**config.mk**
```make
export PLATFORM = sky130hd
export DESIGN_NAME = gpio_mux_port
export DESIGN_NICKNAME = d
export VERILOG_FILES = /design/src/rtl/gpio_mux_pkg.sv /design/src/rtl/gpio_sync.sv /design/src/rtl/gpio_pin_arb.sv /design/src/rtl/gpio_regs.sv /design/src/rtl/gpio_mux_port.sv
export SDC_FILE = /design/constraint.sdc
export NUM_CORES = 1
export LEC_CHECK = 0
export BUFFER_PORTS_ARGS = -buffer_cell sky130_fd_sc_hd__buf_2
export CAP_MARGIN = 25
export CORE_MARGIN = 4
export CORE_UTILIZATION = 44
export CTS_CLUSTER_SIZE = 10
export DETAILED_ROUTE_END_ITERATION = 10
export PLACE_DENSITY = 0.8
export REMOVE_ABC_BUFFERS = 1
export SKIP_LAST_GASP = 1
export SLEW_MARGIN = 20
export SYNTH_ARGS = -nofsm -noshare
export SYNTH_HDL_FRONTEND = slang
export SYNTH_SLANG_ARGS = --single-unit
```
**constraint.sdc**
```tcl
create_clock -name clk_i -period 1.6 [get_ports clk_i]
set_clock_uncertainty 0.2 [all_clocks]
set_input_delay 0.08 -clock clk_i [delete_from_list [all_inputs] [get_ports clk_i]]
set_output_delay 0.08 -clock clk_i [all_outputs]
set_load 0.01 [all_outputs]
```
**src/rtl/gpio_mux_pkg.sv**
```systemverilog
package gpio_mux_pkg;
  localparam int unsigned REG_AW = 2;
  localparam int unsigned REG_DW = 8;
  localparam logic [REG_AW-1:0] ADDR_DATA = 2'd0;
  localparam logic [REG_AW-1:0] ADDR_DIR  = 2'd1;
  localparam logic [REG_AW-1:0] ADDR_IN   = 2'd2;

  typedef enum logic [1:0] {
    OWN_GPIO = 2'd0,
    OWN_PWM  = 2'd1,
    OWN_TMR  = 2'd2,
    OWN_SER  = 2'd3
  } owner_e;
endpackage

```
**src/rtl/gpio_sync.sv**
```systemverilog
module gpio_sync #(
  parameter int unsigned WIDTH  = 4,
  parameter int unsigned STAGES = 2
) (
  input  logic             clk_i,
  input  logic [WIDTH-1:0] d_i,
  output logic [WIDTH-1:0] q_o
);
  // no reset: the synchronized pin state is unaffected by reset
  logic [WIDTH-1:0] stage_q [STAGES];

  always_ff @(posedge clk_i) begin
    stage_q[0] <= d_i;
    for (int s = 1; s < STAGES; s++) stage_q[s] <= stage_q[s-1];
  end

  assign q_o = stage_q[STAGES-1];
endmodule

```
**src/rtl/gpio_pin_arb.sv**
```systemverilog
module gpio_pin_arb
  import gpio_mux_pkg::*;
(
  input  logic   ser_en_i,
  input  logic   ser_tx_i,
  input  logic   ser_out_i,
  input  logic   tmr_en_i,
  input  logic   tmr_out_i,
  input  logic   pwm_en_i,
  input  logic   pwm_out_i,
  input  logic   dir_i,
  input  logic   data_i,
  output owner_e owner_o,
  output logic   pin_o,
  output logic   oe_o
);
  always_comb begin
    if (ser_en_i)      owner_o = OWN_SER;
    else if (tmr_en_i) owner_o = OWN_TMR;
    else if (pwm_en_i) owner_o = OWN_PWM;
    else               owner_o = OWN_GPIO;
  end

  always_comb begin
    unique case (owner_o)
      OWN_SER: begin
        pin_o = ser_tx_i & ser_out_i;
        oe_o  = ser_tx_i;          // receive leaves the driver off
      end
      OWN_TMR: begin
        pin_o = tmr_out_i;
        oe_o  = 1'b1;
      end
      OWN_PWM: begin
        pin_o = pwm_out_i;
        oe_o  = 1'b1;
      end
      default: begin
        pin_o = data_i;
        oe_o  = dir_i;
      end
    endcase
  end
endmodule

```
**src/rtl/gpio_regs.sv**
```systemverilog
module gpio_regs
  import gpio_mux_pkg::*;
#(
  parameter int unsigned NUM_PINS = 4
) (
  input  logic                clk_i,
  input  logic                rst_ni,
  input  logic [REG_AW-1:0]   addr_i,
  input  logic                we_i,
  input  logic [REG_DW-1:0]   wdata_i,
  input  logic [NUM_PINS-1:0] pin_sync_i,
  output logic [REG_DW-1:0]   rdata_o,
  output logic [NUM_PINS-1:0] data_o,
  output logic [NUM_PINS-1:0] dir_o
);
  localparam int unsigned PAD_W = REG_DW - NUM_PINS;

  logic [NUM_PINS-1:0] data_q, dir_q, data_rd;

  always_ff @(posedge clk_i or negedge rst_ni) begin
    if (!rst_ni) begin
      data_q <= '0;
      dir_q  <= '0;
    end else if (we_i) begin
      if (addr_i == ADDR_DATA) data_q <= wdata_i[NUM_PINS-1:0];
      if (addr_i == ADDR_DIR)  dir_q  <= wdata_i[NUM_PINS-1:0];
    end
  end

  // register bit for outputs, pin for inputs
  assign data_rd = (data_q & dir_q) | (pin_sync_i & ~dir_q);

  always_comb begin
    unique case (addr_i)
      ADDR_DATA: rdata_o = {{PAD_W{1'b0}}, data_rd};
      ADDR_DIR:  rdata_o = {{PAD_W{1'b0}}, dir_q};
      ADDR_IN:   rdata_o = {{PAD_W{1'b0}}, pin_sync_i};
      default:   rdata_o = '0;
    endcase
  end

  assign data_o = data_q;
  assign dir_o  = dir_q;
endmodule

```
**src/rtl/gpio_mux_port.sv**
```systemverilog
module gpio_mux_port
  import gpio_mux_pkg::*;
#(
  parameter int unsigned NUM_PINS    = 4,
  parameter int unsigned SYNC_STAGES = 2
) (
  input  logic                clk_i,
  input  logic                rst_ni,
  input  logic [REG_AW-1:0]   addr_i,
  input  logic                we_i,
  input  logic [REG_DW-1:0]   wdata_i,
  output logic [REG_DW-1:0]   rdata_o,
  input  logic [NUM_PINS-1:0] ser_en_i,
  input  logic [NUM_PINS-1:0] ser_tx_i,
  input  logic [NUM_PINS-1:0] ser_out_i,
  input  logic [NUM_PINS-1:0] tmr_en_i,
  input  logic [NUM_PINS-1:0] tmr_out_i,
  input  logic [NUM_PINS-1:0] pwm_en_i,
  input  logic [NUM_PINS-1:0] pwm_out_i,
  input  logic [NUM_PINS-1:0] pin_i,
  output logic [NUM_PINS-1:0] pin_o,
  output logic [NUM_PINS-1:0] pin_oe_o,
  output logic [NUM_PINS-1:0] cap_o
);
  logic [NUM_PINS-1:0] pin_sync, data_q, dir_q;
  owner_e              owner [NUM_PINS];

  gpio_sync #(.WIDTH(NUM_PINS), .STAGES(SYNC_STAGES)) u_sync (
    .clk_i (clk_i),
    .d_i   (pin_i),
    .q_o   (pin_sync)
  );

  gpio_regs #(.NUM_PINS(NUM_PINS)) u_regs (
    .clk_i      (clk_i),
    .rst_ni     (rst_ni),
    .addr_i     (addr_i),
    .we_i       (we_i),
    .wdata_i    (wdata_i),
    .pin_sync_i (pin_sync),
    .rdata_o    (rdata_o),
    .data_o     (data_q),
    .dir_o      (dir_q)
  );

  for (genvar i = 0; i < NUM_PINS; i++) begin : g_pin
    gpio_pin_arb u_arb (
      .ser_en_i  (ser_en_i[i]),
      .ser_tx_i  (ser_tx_i[i]),
      .ser_out_i (ser_out_i[i]),
      .tmr_en_i  (tmr_en_i[i]),
      .tmr_out_i (tmr_out_i[i]),
      .pwm_en_i  (pwm_en_i[i]),
      .pwm_out_i (pwm_out_i[i]),
      .dir_i     (dir_q[i]),
      .data_i    (data_q[i]),
      .owner_o   (owner[i]),
      .pin_o     (pin_o[i]),
      .oe_o      (pin_oe_o[i])
    );
  end

  // capture sees the pin only while it is an input
  assign cap_o = pin_sync & ~dir_q;
endmodule

```
* Word-level counts from Yosys, hierarchy flattened *
Memories as Yosys holds them, arrays and structs flattened.
Index checks and enable logic that the tools add are counted.

cells by class
  equal/unequal tests = 14
  multiplexer cells = 21
  bitwise logic cells = 8
  reductions and logical operators = 7

operators by type and width
  kind                  number
  $eq A2 B2 Y1 const B  9
  $mux W2               8
  $pmux W1 S3           4
  $pmux W4 S3           1
  $eq A2 B1 Y1 const B  5
  $and A4 B4 Y4         2
  $pmux W1 S2           4
  $reduce_or A2 Y1      4
  $and A1 B1 Y1         4
  $mux W1               4
  $not A4 Y4            1
  $or A4 B4 Y4          1
  $reduce_and A2 Y1     2
  $logic_not A2 Y1      1

word-level totals
  register bits = 8
  memory bits (writable) = 8
  input port bits = 45
  output and inout bits = 20
  logic and storage cells = 53
  memories = 1

memories
  memory          words  bits a word  rd ports  clocked after Yosys merged registers in  write ports  line             text
  u_sync.stage_q  2      4            2         0                                        2            gpio_sync.sv:10  logic [WIDTH-1:0] stage_q [STAGES];

* Logic depth before layout (Yosys ltp) *
Gate-level depths: netlist of run 1.

  depth in word-level cells = 6
  mapped depth = 6
  mapped depth without buffers = 5

* By module *
A second synthesis of run 1 with hierarchy kept.

unflattened totals
  cell total of the unflattened synthesis = 120
  area, all modules = 1198.6 µm²

by module, submodules not included
  module         times used  cells each  area an instance (µm²)  seq. area each (µm²)
  gpio_pin_arb   4           16          121.4                   0.0
  gpio_regs      1           40          467.9                   200.2
  gpio_sync      1           12          190.2                   160.2
  gpio_mux_port  1           4           55.1                    0.0

* Worst setup path after synthesis of run 1 *
Ideal clock, no wire load.

  path type = input port to output port
  start point = in ser_en_i[3]
  end point = out pin_o[3]
  arrival time = 1.059 ns
  required time = 1.320 ns
  setup slack = 0.261 ns
  stages = 5
  cells stage by stage = or2_2 > ha_1 > a221oi_1 > a21oi_1 > buf_4

on the way
  cells in the longest elaborated chain, start to end = 3
  elaborated cells between the ends (all ways) = 5
  those cells by class = 3 x eq/ne; 2 x mux

ends and longest elaborated chain
  what                                          line                 text
  from (decl)                                   gpio_mux_port.sv:13  input logic [NUM_PINS-1:0] ser_en_i,
  $mux W2 (*)                                   gpio_pin_arb.sv:18   if (ser_en_i) owner_o = OWN_SER;
  $eq A2 B1 Y1 or $eq A2 B2 Y1 (tied branches)  gpio_pin_arb.sv:25   unique case (owner_o)
  $pmux W1 S3 (*)                               gpio_pin_arb.sv:25
  to (decl)                                     gpio_mux_port.sv:21  output logic [NUM_PINS-1:0] pin_o,

Every way passes the cells marked *; elsewhere a longest branch is shown, timed or not.

* Final worst setup path of run 1 *
Ends and elaborated chain as after synthesis.

==> flow_summary_export.csv, run 1 <==
group,metric,value,unit
detailed_routing,num_vias,1018,
detailed_routing,drtAntennaViolNets,0,
floorplan,initial_core_util,46.90,%
timing,hold_viol_final,0,
synth,post-synth-top-area-fraction,17.08,%
setup_path,critical_path_required,1.32,ns
place,placement.setup.worst_slack,0.09532,ns
synth,syn-instance-count,124,
setup_path,crit_path_cell_trace,"buf_2 > or2_2 > ha_1 > a221oi_1 > a21oi_1 > buf_2",
floorplan,die_height,59.62,um
timing,finalWorstPathRequiredPeriod,1.513,ns
detailed_routing,routed_wire_length_per_instance,11.66,um
final_layout,num_antenna_cells,0,
timing,timing.final.ws_setup,0.08746,ns
setup_path,maximum_net_fanout_on_the_critical_path,3,
setup_path,crit_cells,6,
detailed_routing,drt_first_pass_iters,4,
global_routing,grt_pass1_wl,4008,um
power,max-vdd-ir-drop,0.4701,mV
synth,yosysWarningCount,0,
timing,final_min_period_over_clock_period,94.53,%
synth,synthTopCellsByCount,"sky130_fd_sc_hd__ha_1 (16), sky130_fd_sc_hd__a21oi_1 (12), sky130_fd_sc_hd__buf_4 (12)",
synth,post_synth_top_flop,"sky130_fd_sc_hd__dfxtp_1",
setup_path,worst-r2r-setup-slack,0.60,ns
synth,postSynthRegisterBits,16,
setup_path,cell_type_group_with_the_largest_total_delay_on_the_critical_path,"compound AO/OA/AOI/OAI gates",
floorplan,io_pins,65,
setup_path,timing.rr.start,"u_regs.dir_o[2]",
setup_path,worstSetupStartpointType,"primary input",
clock_network,cts.repair_timing.setup_buffer_count,0,
detailed_routing,post-route-drc-count,0,
power,fin_total_pwr,1.033,mW
clock_network,cts-root-buf,"sky130_fd_sc_hd__clkbuf_4",
power,cellPowerDensity,678.4,nW/um2
place,finalWeightedCongestion,0.6851,
timing,setup_total_negative_slack,0,ns
setup_path,worst-setup-path-type,"primary input to output pin",
clock_network,cts_hold_repair.buffers,10,
synth,synth-seq-area-share,30.74,%
synth,async_flop_share,50.00,%
synth,syn-mean-instance-area,9.455,um2
clock_network,cts_sinks,16,
job,timing.max_cap.violations,0,
global_routing,grt_ovf,0,
floorplan,core_area,2500,um2
setup_path,timing.critical_path.slowest_stage_cell,"sky130_fd_sc_hd__or2_2",
global_routing,grt_antenna_before_repair,0,
timing,timing.final.max_slew_violations,0,
timing,rsz0062_at_grt,"false",
synth,most_frequent_cell_after_synthesis,"sky130_fd_sc_hd__ha_1",
synth,synth_largest_area_cell,"sky130_fd_sc_hd__dfrtp_1",
setup_path,r2r.worst_path.cells,1,
synth,synth.area.top_cells,"sky130_fd_sc_hd__dfrtp_1 (17%), sky130_fd_sc_hd__ha_1 (17%), sky130_fd_sc_hd__dfxtp_1 (14%)",
place,dp_hpwl,2074,um
global_routing,grt_pass1_vias,987,
clock_network,htree_num_levels,1,
timing,finalSetupViolCount,0,
setup_path,worst-path-buf-inv,2,
clock_network,clock_insertion_delay_worst_skew,0.28,ns
synth,synthDistinctLibCells,21,
synth,number_of_enable_type_register_cells_in_the_synthesized_netlist,0,
setup_path,regToRegEndpoint,"u_regs.dir_o[2]",
global_routing,grt_max_degree,11,
final_layout,drive_gt1_share,39.34,%
clock_network,cts_tree,"done",
setup_path,worst_ep_arrival_time,1.23,ns
clock_network,number_of_buffers_created_by_cts,3,
final_layout,area_growth_syn_to_layout,29.88,%
synth,syn_area,1172,um2
detailed_routing,first_iter_violations,10,
setup_path,timing.critical_path.slowest_cell_delay,0.32,ns
floorplan,fp.dieArea,3555,um2
final_layout,finish.net_count,246,
setup_path,crit_end,"pin_o[3]",
floorplan,fp.dieW,59.62,um
global_routing,groute.usage.overall,14.73,%
setup_path,timing.critical_path.from,"ser_en_i[3]",
setup_path,worst_setup_path_end_kind,"output pin",
power,leakage_power_figure,0.8103,nW
setup_path,critPathMostFrequentCell,"sky130_fd_sc_hd__buf_2",
run_status,status,"finished, final reports clean",
clock_network,cts.repair.resized,0,
worst_hold_path,holdCritPathClass,"primary input to flop",
detailed_routing,viasPerCell,4.779,
timing,max_freq,0.6611,GHz
clock_network,clk_pin_slew_worst_paths,0.08,ns
floorplan,row_count,18,
clock_network,ctsLongestPathBuffers,2,
detailed_routing,finalWirelength,2483,um
place,io_buf_count,56,
==> power by group <==
group	switching, mW	leakage [nW]	internal, mW
logic	0.155	0.634	0.184
clock network	0.117	0.0138	0.0876
registers	0.0386	0.162	0.450
total	0.311	0.810	0.722
==> sequential cells by signal, indices dropped and copies added, names as in the netlist <==
| signal | flops |
|---|---|
| u_regs.dir_o | 4 |
| u_sync.stage_q | 8 |
| u_regs.data_o | 4 |
==> worst min-delay path by stage <==
stage               from                to  slack (ns)  cells after the start
3_5_place_dp      rst_ni   u_regs.dir_o[1]       -0.27                      1
3_3_place_gp      rst_ni   u_regs.dir_o[1]       -0.27                      1
2_1_floorplan     rst_ni  u_regs.data_o[0]       -0.42                      0
4_1_cts        addr_i[1]  u_regs.data_o[3]        0.07                      3
6_report       addr_i[1]  u_regs.data_o[3]        0.07                      3
5_1_grt        addr_i[1]  u_regs.data_o[3]        0.07                      3
==> area by class of cell <==
cell class              count  area (um2)
multi-input cells          90       691.9
fillers                   219       977.2
inverters                   8       30.03
clock buffers               3       22.52
repair buffers             66       380.4
flip-flops and latches     16       360.3
well taps                  30       37.54
==> per-stage QoR <==
stage	cells	instance area [um2]	util, %	hold slack [ns]
after floorplan	114	1082	-	-0.4156
after global placement	200	1400	56.01	-0.2715
after detailed placement	200	1400	56.01	-0.2665
after CTS	213	1523	60.91	0.07033
after global routing	213	1523	60.91	0.06788
final	213	1523	60.91	0.07459
==> metal layers <==
layer | GRT usage (%) | vias up | share of wire (%)
met5 | 0 | - | 0
met2 | 27.93 | 30 | 53
met4 | 4.747 | 0 | 1.2
met3 | 3.486 | 3 | 5.9
met1 | 15.78 | 459 | 39
li1 | - | 526 | -
==> cells in the final DEF, fill, tap and decap left out, drive strengths merged, types with 5 or more instances in the layout <==
master / n
dlygate4sd3: 10
inv: 8
nor2b: 11
dfrtp: 8
ha: 16
buf: 56
mux2: 8
a21oi: 12
nand2b: 5
dfxtp: 8
==> cell families (layout without fill, tap and decap cells) <==
| family | after synthesis | after routing | synth area share (%) |
|---|---|---|---|
| and+or+nand+nor | 34 | 34 | 17.18 |
| AOI/OAI and AO/OA | 24 | 24 | 12.38 |
| adders and majority gates | 16 | 16 | 17.08 |
| DFF | 16 | 16 | 30.74 |
| buffers and inverters | 21 | 77 | 11.21 |
| muxes | 12 | 12 | 11.10 |
| other | 1 | 4 | 0.3199 |
Note: power is estimated with default switching activity, not from simulation.
==> run 2, diff against run 1 <==
Settings changed: ABC_AREA set to 1, CORE_UTILIZATION 44 to 41, PLACE_DENSITY 0.8 to 0.78.
Clock period 1.6 ns to 1.3 ns, I/O delays scaled along.
==> run 2 against run 1 <==
Net effect: the flow now finishes with violations (negative setup slack); combinational power increased by 80%; via count increased by 30%; clock power increased by 64%; register-to-register slack got worse by 0.33 ns; core utilization increased by 10 points.
==> flow_summary_export.csv, run 2 <==
group,metric,value,unit
timing,hold_viol_final,0,
floorplan,core_area,2829,um2
power,clock_power_share,21.6,%
clock_network,ctsLongestPathBuffers,2,
setup_path,timing.critical_path.from,"u_regs.dir_o[0]",
synth,synth.area.top_cells,"sky130_fd_sc_hd__dfrtp_1 (16%), sky130_fd_sc_hd__ha_1 (16%), sky130_fd_sc_hd__dfxtp_1 (13%)",
place,place_inst,265,
global_routing,grt_max_degree,10,
clock_network,cts_tree,"done",
timing,timing.final.max_slew_violations,0,
place,finalWeightedCongestion,0.8033,
floorplan,fp.dieW,63.24,um
setup_path,worst_setup_path_end_kind,"output pin",
clock_network,clk_pin_slew_worst_paths,0.10,ns
place,dp_hpwl,2085,um
detailed_routing,viasPerCell,4.620,
floorplan,row_count,19,
power,fin_total_pwr,1.553,mW
detailed_routing,post-route-drc-count,0,
place,postPlaceCellArea,1521,um2
power,power_switching,529.2,uW
final_layout,register_name_with_the_most_flops,"u_sync.stage_q",
synth,most_frequent_cell_after_synthesis,"sky130_fd_sc_hd__nand2_1",
synth,syn-mean-instance-area,6.837,um2
synth,number_of_enable_type_register_cells_in_the_synthesized_netlist,0,
timing,timing.final.ws_setup,-0.1084,ns
setup_path,worst-r2r-setup-slack,0.27,ns
synth,synth_largest_area_cell,"sky130_fd_sc_hd__dfrtp_1",
place,io_buf_count,56,
timing,finalWorstPathRequiredPeriod,1.408,ns
synth,async_flop_share,50.00,%
synth,syn-instance-count,183,
final_layout,area_growth_syn_to_layout,61.40,%
final_layout,largest_reg_flops,8,
timing,max_freq,0.7100,GHz
final_layout,finish.net_count,318,
final_layout,num_antenna_cells,0,
setup_path,critical_path_required,1.03,ns
synth,synthDistinctLibCells,17,
worst_hold_path,hold_path_end,"u_regs.dir_o[3]",
run_status,status,"finished, violations left",
power,pwr-share-seq,39.1,%
timing,finalSetupViolCount,11,
synth,synth-seq-area-share,28.80,%
global_routing,grt_pass1_vias,1234,
detailed_routing,drtAntennaViolNets,0,
clock_network,clock_insertion_delay_worst_skew,0.29,ns
power,share_comb_of_total_power,39.2,%
setup_path,worstSetupStartpointType,"flop",
power,netSwitchingFraction,34.08,%
detailed_routing,num_vias,1326,
clock_network,cts_sinks,16,
setup_path,worst-setup-path-type,"flop to output pin",
clock_network,cts-root-buf,"sky130_fd_sc_hd__clkbuf_4",
setup_path,timing.rr.start,"u_regs.dir_o[1]",
power,leakage_power_figure,1.057,nW
global_routing,groute.usage.overall,14.34,%
final_layout,stdcell_area,2019,um2
final_layout,layout_commonest_cell,"sky130_fd_sc_hd__buf_2",
power,max-vdd-ir-drop,0.8962,mV
clock_network,htree_num_levels,1,
synth,yosysWarningCount,0,
detailed_routing,first_iter_violations,44,
global_routing,grt_pass1_wl,4830,um
power,internal-power,1.023,mW
final_layout,drive_gt1_share,52.73,%
global_routing,grt_antenna_before_repair,0,
power,cellPowerDensity,768.8,nW/um2
final_layout,fin_cells,287,
detailed_routing,drt_first_pass_iters,4,
synth,post-synth-top-area-fraction,16.00,%
synth,post_synth_top_flop,"sky130_fd_sc_hd__dfxtp_1",
timing,final_min_period_over_clock_period,108.3,%
floorplan,die_height,63.24,um
job,timing.max_cap.violations,0,
setup_path,maximum_net_fanout_on_the_critical_path,5,
floorplan,fp.dieArea,3999,um2
synth,postSynthRegisterBits,16,
setup_path,regToRegEndpoint,"u_regs.dir_o[1]",
synth,syn_area,1251,um2
setup_path,r2r.worst_path.cells,3,
worst_hold_path,timing.hold.worst_path_depth,4,
final_layout,fillers,222,
timing,rsz0062_at_grt,"true",
setup_path,worst_ep_arrival_time,1.14,ns
clock_network,number_of_buffers_created_by_cts,3,
detailed_routing,routed_wire_length_per_instance,11.85,um
detailed_routing,finalWirelength,3401,um
run_status,failing_checks,"negative setup slack",
global_routing,grt_ovf,0,
worst_hold_path,min_from,"addr_i[1]",
floorplan,io_pins,65,
final_layout,final_cell_mix,"sky130_fd_sc_hd__buf_2 (51), sky130_fd_sc_hd__nand2_1 (32), sky130_fd_sc_hd__inv_1 (21), sky130_fd_sc_hd__nor2_1 (21), sky130_fd_sc_hd__dlygate4sd3_1 (11)",
synth,synthTopCellsByCount,"sky130_fd_sc_hd__nand2_1 (37), sky130_fd_sc_hd__inv_1 (33), sky130_fd_sc_hd__nor2_1 (32)",
floorplan,initial_core_util,44.23,%
worst_hold_path,holdCritPathClass,"primary input to flop",
[run 2: repair_timing]
item	CTS	global route
endpoints found under the hold margin	20	0
hold buffers	11	0
setup buffers	3	4
pin swaps	17	28
setup endpoints to repair	12	16
gates resized for setup	13	79
[run 2: how the worst max path moves through the flow]
stage / to / cells past startpoint
2_1_floorplan: pin_oe_o[0] / 6
3_3_place_gp: pin_o[0] / 9
3_5_place_dp: pin_o[0] / 10
4_1_cts: rdata_o[3] / 5
5_1_grt: rdata_o[0] / 5
6_report: rdata_o[0] / 5
[run 2: layer usage]
metal / share of wire (%) / track usage [%] / up-vias
met1: 36 / 17.17 / 600
met5: 0 / 0 / -
met2: 57 / 26.09 / 38
li1: - / - / 683
met4: 0.76 / 1.078 / 0
met3: 5.7 / 4.440 / 5
[run 2: power groups by stage]
| stage | Clock (mW) | Combinational [mW] | Sequential, mW |
|---|---|---|---|
| after floorplan | 0 | 0.241 | 0.594 |
| after global placement | 0 | 0.403 | 0.607 |
| after detailed placement | 0 | 0.412 | 0.607 |
| after CTS | 0.335 | 0.477 | 0.597 |
| after global routing | 0.368 | 0.681 | 0.617 |
| final | 0.336 | 0.609 | 0.608 |
[run 2: worst max-delay path: stages, from the launching register on]
cell,delay [ns]
sky130_fd_sc_hd__dfrtp_1,0.44
sky130_fd_sc_hd__nand3_1,0.11
sky130_fd_sc_hd__nand2_1,0.07
sky130_fd_sc_hd__inv_1,0.03
sky130_fd_sc_hd__nand2_1,0.07
sky130_fd_sc_hd__buf_2,0.13
[run 2: per-stage QoR]
step	hold WS [ns]	setup slack [ns]	util, %	setup TNS, ns
final	0.01839	-0.1084	71.38	-0.5952
after detailed placement	-0.2762	-0.04431	53.78	-0.1962
after floorplan	-0.4306	0.1560	-	0
after global routing	0.03189	-0.2034	71.38	-1.685
after global placement	-0.2845	-0.03518	53.78	-0.1081
after CTS	0.009088	-0.09564	60.77	-0.5328
[run 2: cells by family after synthesis]
| family | after synthesis | share of synthesized area [%] |
|---|---|---|
| AOI/OAI and AO/OA | 20 | 9.200 |
| adders and majority gates | 16 | 16.00 |
| buffers and inverters | 46 | 17.40 |
| DFF | 16 | 28.80 |
| other | 1 | 0.2997 |
| and+or+nand+nor | 84 | 28.30 |
[run 2: cell type report]
| type | instances | area, um2 | area share (%) |
|---|---|---|---|
| multi-input combinational | 124 | 914.6 | 45.29 |
| timing repair buffer | 78 | 530.5 | 26.27 |
| sequential | 16 | 364.1 | 18.03 |
| inverter | 34 | 135.1 | 6.691 |
| tap | 31 | 38.79 | 1.921 |
| clock buffer | 4 | 36.28 | 1.797 |
==> run 3, diff against run 2 <==
--- a/config.mk
+++ b/config.mk
@@ -10,8 +10,8 @@
 export CAP_MARGIN = 25
 export CORE_MARGIN = 4
-export CORE_UTILIZATION = 41
+export CORE_UTILIZATION = 48
 export CTS_CLUSTER_SIZE = 10
 export DETAILED_ROUTE_END_ITERATION = 10
-export PLACE_DENSITY = 0.78
+export PLACE_DENSITY = 0.85
 export REMOVE_ABC_BUFFERS = 1
 export SKIP_LAST_GASP = 1
==> constraint.sdc (replaced) <==
create_clock -name clk_i -period 1.65 [get_ports clk_i]
set_clock_uncertainty 0.2 [all_clocks]
set_input_delay 0.0825 -clock clk_i [delete_from_list [all_inputs] [get_ports clk_i]]
set_output_delay 0.0825 -clock clk_i [all_outputs]
set_load 0.005 [all_outputs]
==> run 3 against run 2 <==
Net effect: the flow now finishes without violations; largest power group is now sequential cells; worst hold slack improved by 0.036 ns; critical path depth grew 1; largest cell class unchanged; sequential cell count did not move.
==> flow_summary_export.csv, run 3 (synthesis gave the netlist of run 2 again) <==
group,metric,value,unit
final_layout,largest_reg_flops,8,
global_routing,grt_pass1_wl,4119,um
clock_network,cts_tree,"done",
setup_path,maximum_net_fanout_on_the_critical_path,8,
final_layout,multi_input_area,684.4,um2
global_routing,grt_ovf,0,
clock_network,cts_sinks,16,
timing,finalWorstPathRequiredPeriod,1.594,ns
final_layout,drive_gt1_share,27.42,%
power,cellPowerDensity,597.2,nW/um2
clock_network,ctsLongestPathBuffers,2,
clock_network,htree_num_levels,1,
detailed_routing,routed_wire_length_per_instance,8.835,um
power,max-vdd-ir-drop,0.4340,mV
global_routing,groute.usage.overall,14.99,%
floorplan,fp.dieW,59.06,um
timing,timing.final.max_slew_violations,0,
setup_path,worst-setup-path-type,"primary input to flop",
setup_path,critical_path_required,1.66,ns
place,dp_hpwl,2013,um
power,leakage_power_figure,0.9983,nW
place,finalWeightedCongestion,0.7489,
detailed_routing,viasPerCell,4.399,
timing,final_min_period_over_clock_period,96.60,%
final_layout,area_growth_syn_to_layout,33.10,%
floorplan,core_area,2477,um2
clock_network,cts-root-buf,"sky130_fd_sc_hd__clkbuf_4",
timing,rsz0062_at_grt,"false",
detailed_routing,num_vias,1223,
clock_network,clock_insertion_delay_worst_skew,0.27,ns
final_layout,layout_commonest_cell,"sky130_fd_sc_hd__buf_2",
final_layout,fillers,236,
detailed_routing,first_iter_violations,17,
run_status,status,"finished, final reports clean",
floorplan,io_pins,65,
clock_network,clk_pin_slew_worst_paths,0.08,ns
setup_path,worst_setup_path_end_kind,"flop",
floorplan,fp.dieArea,3487,um2
final_layout,num_antenna_cells,0,
final_layout,finalCoreUtilization,67.22,%
job,timing.max_cap.violations,0,
timing,setup_total_negative_slack,0,ns
timing,finalSetupViolCount,0,
final_layout,finish.net_count,311,
global_routing,grt_pass1_vias,1062,
global_routing,grt_antenna_before_repair,0,
floorplan,initial_core_util,50.51,%
global_routing,grt_max_degree,9,
timing,max_freq,0.6274,GHz
final_layout,footprint_of_the_flip_flops_and_latches,360.3,um2
floorplan,row_count,18,
detailed_routing,finalWirelength,2456,um
place,io_buf_count,56,
setup_path,worst_ep_arrival_time,1.61,ns
final_layout,register_name_with_the_most_flops,"u_sync.stage_q",
detailed_routing,post-route-drc-count,0,
detailed_routing,drt_first_pass_iters,4,
floorplan,die_height,59.06,um
setup_path,worstSetupStartpointType,"primary input",
timing,hold_viol_final,0,
clock_network,number_of_buffers_created_by_cts,3,
detailed_routing,drtAntennaViolNets,0,
worst_hold_path,holdCritPathClass,"primary input to flop",
final_layout,final_cell_mix,"sky130_fd_sc_hd__buf_2 (55), sky130_fd_sc_hd__nand2_1 (37), sky130_fd_sc_hd__inv_1 (33), sky130_fd_sc_hd__nor2_1 (32), sky130_fd_sc_hd__ha_1 (16)",
[run 3: cell types whose count changed in the layout (fill, tap and decap cells not counted), sizes merged]
cell	change
clkbuf	-1
buf	-11
dlygate4sd3	+4
[run 3: worst max-delay path, cell delays in order]
cell and delay [ns]:
sky130_fd_sc_hd__dlygate4sd3_1 0.53, sky130_fd_sc_hd__buf_4 0.16, sky130_fd_sc_hd__nand2_4 0.12, sky130_fd_sc_hd__nand2_1 0.08, sky130_fd_sc_hd__o21ai_2 0.06, sky130_fd_sc_hd__dlygate4sd3_1 0.56
[run 3: worst paths after layout]
check                                           from              endpoint  slack, ns  cells after the start
worst max-delay path                            we_i       u_regs.dir_o[1]       0.06                      6
min in group asynchronous                     rst_ni       u_regs.dir_o[3]       0.57                      3
worst min register to register  u_sync.stage_q[0][3]  u_sync.stage_q[0][7]       0.13                      0
max in group asynchronous                     rst_ni      u_regs.data_o[0]       0.40                      3
worst max register to register       u_regs.dir_o[1]       u_regs.dir_o[1]       0.19                      3
worst min-delay path                       addr_i[0]      u_regs.data_o[3]       0.05                      4
[run 3: layer usage]
layer  up-vias  part of all wire (%)  GRT usage, %
li1        669                     -             -
met2        36                    51         27.44
met1       516                    40         17.10
met5         -                     0             0
met3         2                   8.1         2.614
met4         0                  0.37         5.825
[run 3: where the power goes]
part           switching, mW  internal, mW
Combinational          0.159         0.176
Clock                  0.106        0.0845
Sequential            0.0391         0.430
[run 3: final cells by class]
type	instances	share of cell area [%]
Timing Repair Buffer	71	26.00
Multi-Input combinational cell	124	41.10
Inverter	34	7.663
Tap cell	30	2.254
Sequential cell	16	21.64
Clock buffer	3	1.352
[run 3: per-stage QoR]
step	setup slack, ns	instances	area (um2)	hold WS (ns)	power (mW)
after floorplan	0.5386	174	1172	-0.4131	0.6367
after global placement	0.2738	260	1490	-0.2651	0.7628
after detailed placement	0.2197	260	1490	-0.2641	0.7716
after CTS	0.06276	278	1663	0.04508	1.009
after global routing	0.007704	278	1665	0.08983	1.081
final	0.05613	278	1665	0.05389	0.9945
[run 3: what timing repair did]
| action | CTS | global route |
|---|---|---|
| setup endpoints to repair | 0 | 1 |
| hold buffers | 15 | 0 |
| hold endpoints to repair | 20 | 0 |
| resized for setup | 0 | 1 |
| buffers inserted | 0 | 0 |
